<file path="src/rtl/tmr_pkg.sv">
package tmr_pkg;
  localparam int unsigned DATA_W  = 32;
  localparam int unsigned PSC_W   = 12;
  localparam int unsigned FLAG_W  = 6;
  localparam int unsigned NCMP    = 3;
  localparam int unsigned NSRC    = 8;

  localparam logic [3:0] W_CTRL = 4'd0;
  localparam logic [3:0] W_PSC  = 4'd1;
  localparam logic [3:0] W_STAT = 4'd2;
  localparam logic [3:0] W_IE   = 4'd3;
  localparam logic [3:0] W_CMP1 = 4'd4;
  localparam logic [3:0] W_CMP2 = 4'd5;
  localparam logic [3:0] W_CMP3 = 4'd6;
  localparam logic [3:0] W_CAP1 = 4'd7;
  localparam logic [3:0] W_CAP2 = 4'd8;
  localparam logic [3:0] W_CNT  = 4'd9;

  localparam int unsigned B_EN    = 0;
  localparam int unsigned B_ENMOD = 1;
  localparam int unsigned B_SRC   = 6;
  localparam int unsigned B_FRR   = 9;
  localparam int unsigned B_SWR   = 15;
  localparam int unsigned F_ROV   = 5;

  localparam logic [DATA_W-1:0] CTRL_DROP  = 32'h0000_7C14;
  localparam logic [DATA_W-1:0] CTRL_RSTCL = 32'h0000_803F;
endpackage

</file>
<file path="src/rtl/tmr_tick_gen.sv">
module tmr_tick_gen
  import tmr_pkg::*;
#(
  parameter int unsigned PW = PSC_W,
  parameter logic [NSRC-1:0] VALID_SRC = 8'b0001_0110
) (
  input  logic            clk,
  input  logic            rst,
  input  logic            run,
  input  logic            clr,
  input  logic [2:0]      src_sel,
  input  logic [NSRC-1:0] src_vec,
  input  logic [PW-1:0]   psc,
  output logic            tick
);
  logic [NSRC-1:0] src_ok;
  logic [PW-1:0]   phase_q;
  logic            pulse;

  for (genvar g = 0; g < NSRC; g++) begin : g_src
    if (VALID_SRC[g]) begin : g_on
      assign src_ok[g] = src_vec[g];
    end else begin : g_off
      assign src_ok[g] = 1'b0;
    end
  end

  assign pulse = run & src_ok[src_sel];
  assign tick  = pulse & (phase_q == psc);

  always_ff @(posedge clk) begin
    if (rst || clr || !run) begin
      phase_q <= '0;
    end else if (pulse) begin
      phase_q <= (phase_q == psc) ? '0 : phase_q + 1'b1;
    end
  end
endmodule

</file>
<file path="src/rtl/tmr_counter.sv">
module tmr_counter
  import tmr_pkg::*;
#(
  parameter int unsigned CW = 32
) (
  input  logic                    clk,
  input  logic                    rst,
  input  logic                    tick,
  input  logic                    zero_ld,
  input  logic                    restart,
  input  logic [NCMP-1:0][CW-1:0] cmp,
  output logic [CW-1:0]           cnt,
  output logic [NCMP-1:0]         hit,
  output logic                    wrap
);
  logic [CW-1:0] cnt_q;
  logic [CW-1:0] nxt;

  always_comb begin
    if (restart && (cnt_q == cmp[0])) nxt = '0;
    else                              nxt = cnt_q + 1'b1;
  end

  for (genvar i = 0; i < NCMP; i++) begin : g_cmp
    assign hit[i] = tick & ~zero_ld & (nxt == cmp[i]);
  end

  assign wrap = tick & ~zero_ld & (&cnt_q);
  assign cnt  = cnt_q;

  always_ff @(posedge clk) begin
    if (rst || zero_ld) cnt_q <= '0;
    else if (tick)      cnt_q <= nxt;
  end
endmodule

</file>
<file path="src/rtl/gp_timer.sv">
module gp_timer
  import tmr_pkg::*;
#(
  parameter int unsigned CNT_W  = 32,
  parameter int unsigned ADDR_W = 6,
  parameter logic [NSRC-1:0] VALID_SRC = 8'b0001_0110
) (
  input  logic              clk,
  input  logic              rst,
  input  logic              bus_sel,
  input  logic              bus_wr,
  input  logic [ADDR_W-1:0] bus_addr,
  input  logic [DATA_W-1:0] bus_wdata,
  output logic [DATA_W-1:0] bus_rdata,
  input  logic              src_hf_pulse,
  input  logic              src_ext_pulse,
  input  logic              src_slow_pulse,
  output logic              irq
);
  localparam logic [CNT_W-1:0] CNT_MAX = '1;

  logic [DATA_W-1:0]          ctrl_q, ctrl_d;
  logic [PSC_W-1:0]           psc_q;
  logic [FLAG_W-1:0]          stat_q, stat_d, ie_q, ie_d, set_bits, clr_bits;
  logic [NCMP-1:0][CNT_W-1:0] cmp_q;
  logic [CNT_W-1:0]           cnt_q;
  logic [NCMP-1:0]            hit;
  logic                       wrap, tick, zero_ld, en_rise, swr;
  logic [3:0]                 widx;
  logic                       wen, ren;
  logic [DATA_W-1:0]          ctrl_wval;
  logic [NSRC-1:0]            src_vec;

  assign widx = bus_addr[ADDR_W-1:2];
  assign wen  = bus_sel & bus_wr;
  assign ren  = bus_sel & ~bus_wr;

  assign ctrl_wval = bus_wdata & ~CTRL_DROP;
  assign swr       = wen && (widx == W_CTRL) && bus_wdata[B_SWR];

  always_comb begin
    ctrl_d = ctrl_q;
    if (wen && widx == W_CTRL) begin
      ctrl_d = swr ? (ctrl_wval & ~CTRL_RSTCL) : ctrl_wval;
    end
  end

  assign en_rise = ~ctrl_q[B_EN] & ctrl_d[B_EN];
  assign zero_ld = swr
                 | (wen && widx == W_CMP1 && !ctrl_q[B_FRR])
                 | (en_rise & ctrl_d[B_ENMOD]);

  assign src_vec = {{3{src_slow_pulse}}, src_slow_pulse, src_ext_pulse,
                    src_hf_pulse, 1'b1, 1'b0};

  tmr_tick_gen #(.PW(PSC_W), .VALID_SRC(VALID_SRC)) u_tick (
    .clk     (clk),
    .rst     (rst),
    .run     (ctrl_q[B_EN]),
    .clr     (swr | (wen && widx == W_PSC)),
    .src_sel (ctrl_q[B_SRC +: 3]),
    .src_vec (src_vec),
    .psc     (psc_q),
    .tick    (tick)
  );

  tmr_counter #(.CW(CNT_W)) u_cnt (
    .clk     (clk),
    .rst     (rst),
    .tick    (tick),
    .zero_ld (zero_ld),
    .restart (~ctrl_q[B_FRR]),
    .cmp     (cmp_q),
    .cnt     (cnt_q),
    .hit     (hit),
    .wrap    (wrap)
  );

  always_comb begin
    set_bits        = '0;
    set_bits[2:0]   = hit;
    set_bits[F_ROV] = wrap;
    clr_bits = (wen && widx == W_STAT) ? bus_wdata[FLAG_W-1:0] : '0;
    stat_d   = swr ? '0 : ((stat_q & ~clr_bits) | set_bits);
    ie_d     = swr ? '0 : ((wen && widx == W_IE) ? bus_wdata[FLAG_W-1:0] : ie_q);
  end

  always_ff @(posedge clk) begin
    if (rst) begin
      ctrl_q <= '0;
      psc_q  <= '0;
      stat_q <= '0;
      ie_q   <= '0;
      cmp_q  <= {NCMP{CNT_MAX}};
      irq    <= 1'b0;
    end else begin
      ctrl_q <= ctrl_d;
      stat_q <= stat_d;
      ie_q   <= ie_d;
      irq    <= (|(stat_d & ie_d)) & ctrl_d[B_EN];
      if (swr) begin
        psc_q <= '0;
        cmp_q <= {NCMP{CNT_MAX}};
      end else if (wen) begin
        case (widx)
          W_PSC:  psc_q    <= bus_wdata[PSC_W-1:0];
          W_CMP1: cmp_q[0] <= bus_wdata[CNT_W-1:0];
          W_CMP2: cmp_q[1] <= bus_wdata[CNT_W-1:0];
          W_CMP3: cmp_q[2] <= bus_wdata[CNT_W-1:0];
          default: ;
        endcase
      end
    end
  end

  always_ff @(posedge clk) begin
    if (rst) begin
      bus_rdata <= '0;
    end else if (ren) begin
      case (widx)
        W_CTRL:  bus_rdata <= ctrl_q;
        W_PSC:   bus_rdata <= DATA_W'(psc_q);
        W_STAT:  bus_rdata <= DATA_W'(stat_q);
        W_IE:    bus_rdata <= DATA_W'(ie_q);
        W_CMP1:  bus_rdata <= DATA_W'(cmp_q[0]);
        W_CMP2:  bus_rdata <= DATA_W'(cmp_q[1]);
        W_CMP3:  bus_rdata <= DATA_W'(cmp_q[2]);
        W_CNT:   bus_rdata <= DATA_W'(cnt_q);
        default: bus_rdata <= '0;
      endcase
    end
  end
endmodule

</file>
<file path="config.mk">
export PLATFORM = sky130hd
export DESIGN_NAME = gp_timer
export DESIGN_NICKNAME = d
export VERILOG_FILES = /design/src/rtl/tmr_pkg.sv /design/src/rtl/tmr_tick_gen.sv /design/src/rtl/tmr_counter.sv /design/src/rtl/gp_timer.sv
export SDC_FILE = /design/constraint.sdc
export NUM_CORES = 1
export LEC_CHECK = 0
export BUFFER_PORTS_ARGS = -buffer_cell sky130_fd_sc_hd__clkbuf_2
export CORE_UTILIZATION = 45
export DETAILED_ROUTE_END_ITERATION = 16
export GPL_TIMING_DRIVEN = 0
export PLACE_DENSITY = 0.72
export SLEW_MARGIN = 10
export SYNTH_ARGS = -nofsm -noshare
export SYNTH_HDL_FRONTEND = slang
export SYNTH_SLANG_ARGS = --single-unit
</file>
<file path="constraint.sdc">
create_clock -name clk -period 8.3 [get_ports clk]
set_input_delay 1.66 -clock clk [delete_from_list [all_inputs] [get_ports clk]]
set_output_delay 1.66 -clock clk [all_outputs]
set_load 0.02 [all_outputs]
</file>
==> results.tsv <==
stage	metric	value	unit
timing	Slew Limit Fails	0	
place	detailed placement HPWL	44400	µm
critical_path	max incr delay on CP	1.10	ns
min_path	min-delay worst type	flip-flop to flip-flop	
route	Vias per Instance	6.62	
critical_path	Critical-path top delay cell	nor4b_1	
timing	Setup TNS	0	ns
final_layout	layout cells sized above 1	0.101	
final_layout	Seq. cell area	0.00444	mm²
clocking	Setup Fix Bufs, Post-CTS	0	
outcome	status	complete, no violations	
yosys	post-synthesis net count	1668	
yosys	top post-synthesis cells by area	dfxtp_1, nand2_1, a21oi_1	
yosys	Post-Syn Area	0.0124	mm²
critical_path	CP Capture Type	flip-flop	
timing	Final Hold Vio Count	0	
final_layout	nets	1767	
floorplanning	number of core rows	60	
floorplanning	Initial Utilization	0.459	
floorplanning	die area	0.0281	mm²
clocking	hold buffers post-CTS	0	
place	gpl congestion	1.06	
final_layout	Layout fillers	2671	
route	Initial DRT Pass Iterations	6	
place	port bufs	72	
floorplanning	core area	0.0270	mm²
global_route	GRT Resource Usage Total	0.402	
power	Pwr Total	2.42	mW
final_layout	Diodes inserted	0	
route	Iteration-0 DRC Markers	1974	
yosys	Netlist cell types	85	
yosys	Yosys Warn Count	0	
critical_path	critical path startpoint category	input port	
place	Area after DPL	0.0132	mm²
power	pwr/cell area	173	mW/mm²
timing	Slew Limit Headroom	0.107	
final_layout	area of the multi-input gates	0.00729	mm²
power	worst vdd ir	0.192	mV
min_path	Hold Path Origin	ctrl_q[22]	
yosys	share of the synthesized area in the top cell type	0.360	
timing	endpoints failing setup	0	
flow_run	max-cap viol count	0	
floorplanning	die extent in x	168	µm
timing	unrepaired setup endpoints after global routing	no	
yosys	Mean Syn Cell Area	7.63	µm²
timing	min Tclk post-route	5.37	ns
yosys	EDFF count, synth	0	
global_route	total congestion overflow	0	
critical_path	Reg2Reg Setup Slack	3.09	ns
clocking	CTS Buf Count	25	
timing	achievable frequency	186	MHz
route	Vias	13752	
critical_path	Worst R2R Start	u_cnt.cnt[1]	
clocking	Clock Latency Late Sink	0.56	ns
power	P_leak	5.18	nW
route	ANT nets after route	0	
final_layout	finished layout cell area	0.0140	mm²
clocking	# clock sinks	222	
clocking	Post-CTS Resized	0	
clocking	TritonCTS clock tree	done	
yosys	Primary FF master, synth	dfxtp_1	
critical_path	Worst Setup SP	bus_addr[4]	
clocking	Clock Pin Slew Worst Setup and Hold Paths	0.06	ns
critical_path	CP Max Fanout	10	
timing	worst hold margin	0.458	ns
route	DR WL/cell	27.7	µm
global_route	antenna violations before repair	1	
yosys	flops & latches, synth	222	
yosys	fraction of registers with async set/reset	0	
timing	Worst-Margin Slew	1.32	ns
critical_path	crit path DAT	5.80	ns
critical_path	CP Capture Point	irq	
critical_path	Reg2Reg Depth	12	
yosys	sequential area share after synthesis	0.360	
critical_path	worst r2r dst	irq	
global_route	vias in the first global route	12585	
global_route	largest net degree at the start of global routing	14	
critical_path	cells along the critical path	clkbuf_2 -> clkbuf_1 -> nor4b_1 -> nand2_1 -> o22ai_1 -> nor3_1 -> a31oi_1 -> nor2_1 -> nor2_1 -> a21oi_1 -> a21oi_1 -> a31oi_1	
critical_path	CP Class	input port to flip-flop	
clocking	CTS H-tree depth	1	
yosys	count leader, synth	nand2_1	
route	# DRC	0	
clocking	maximum root-to-sink buffer count	3	
timing	Final period util	0.647	
yosys	most common library cells after synthesis	nand2_1, dfxtp_1, nor2_1	
yosys	Synth area leader	dfxtp_1	
floorplanning	# IOs	78	
timing	clock skew	0.0189	ns
route	WL final	57600	µm
clocking	Root Driver	clkbuf_16	
critical_path	WP data required	8.73	ns
yosys	Cells after Synth	1621	
floorplanning	Die Y	168	µm
final_layout	P&R area growth vs syn	13.5	%
global_route	first-pass GRT wire length	83300	µm
[cells by family after synthesis]
group	synth area share
and+or+nand+nor	0.306
AOI/OAI and AO/OA	0.195
DFF	0.360
buffers and inverters	0.0514
xor gates and xnor gates	0.0686
muxes	0.0174
adders and majority gates	0.00202
[layer usage]
layer / wire (µm) / track usage
met1: 22400 / 0.514
met2: 25200 / 0.629
met3: 6350 / 0.0834
met4: 3620 / 0.226
met5: 0 / 0
[registers in the layout, indices dropped and copies added (netlist names)]
name	cells
ie_q	6
u_cnt.cnt	32
psc_q	12
stat_q	6
bus_rdata	32
ctrl_q	25
cmp_q	96
u_tick.phase_q	12
irq	1
[worst max-delay path: cells and delay by family]
| kind | cells | cell delay (ns) |
|---|---|---|
| compound gates | 5 | 1.42 |
| buf+inv | 2 | 0.49 |
| simple gates | 5 | 2.22 |
[cell usage in the layout (no fill, tap or decap), types with 6 or more instances in the layout]
cell / count
nand2b_1: 7
inv_1: 20
buf_4: 9
buf_2: 16
a222oi_1: 27
clkbuf_2: 72
or3_1: 12
a22o_1: 6
o22a_1: 6
o21ai_0: 34
nand2_1: 337
nor3_1: 32
mux2i_1: 17
a22oi_1: 45
nand4_1: 20
nor2_1: 122
nand3_1: 117
nor4b_1: 8
o211ai_1: 10
dfxtp_1: 222
and3_1: 11
o2111ai_1: 6
or4_1: 6
nor4_1: 34
o22ai_1: 15
clkbuf_1: 100
nand3b_1: 13
clkbuf_16: 25
o221ai_1: 8
and2_1: 12
xnor2_1: 35
xor2_1: 53
a21oi_1: 121
a31oi_1: 32
or2_2: 7
[report_power, final]
| part | total (mW) | switching [mW] | internal [mW] |
|---|---|---|---|
| Sequential | 1.09 | 0.0177 | 1.08 |
| Clock | 1.20 | 0.481 | 0.718 |
| Combinational | 0.132 | 0.0954 | 0.0367 |
[worst min-delay path by stage]
stage,endpoint,slack (ns),cells after the start
global placement,ctrl_q[5],0.44,2
global route,ctrl_q[19],0.47,2
detailed placement,ctrl_q[19],0.45,2
CTS,ctrl_q[19],0.46,2
finish,ctrl_q[22],0.46,2
floorplan,ctrl_q[1],0.43,2
[area by class of cell]
cell class                      count  area share
Buffer                            128      0.0397
Clock buffer                       34      0.0498
Clock inverter                     10      0.0123
Inverter                           21     0.00562
Multi-Input combinational cell   1250       0.520
Sequential cell                   222       0.317
Tap cell                          341      0.0304
Timing Repair Buffer               72      0.0257
[stage by stage]
stage	setup WS (ns)	std cells	utilization
6_report	2.93	2078	0.521
5_1_grt	2.92	2078	0.521
4_1_cts	3.28	2078	0.521
3_5_place_dp	2.75	2034	0.488
3_3_place_gp	2.65	2034	0.488
2_1_floorplan	4.46	1621	-
(Power assumes the default switching activity.)
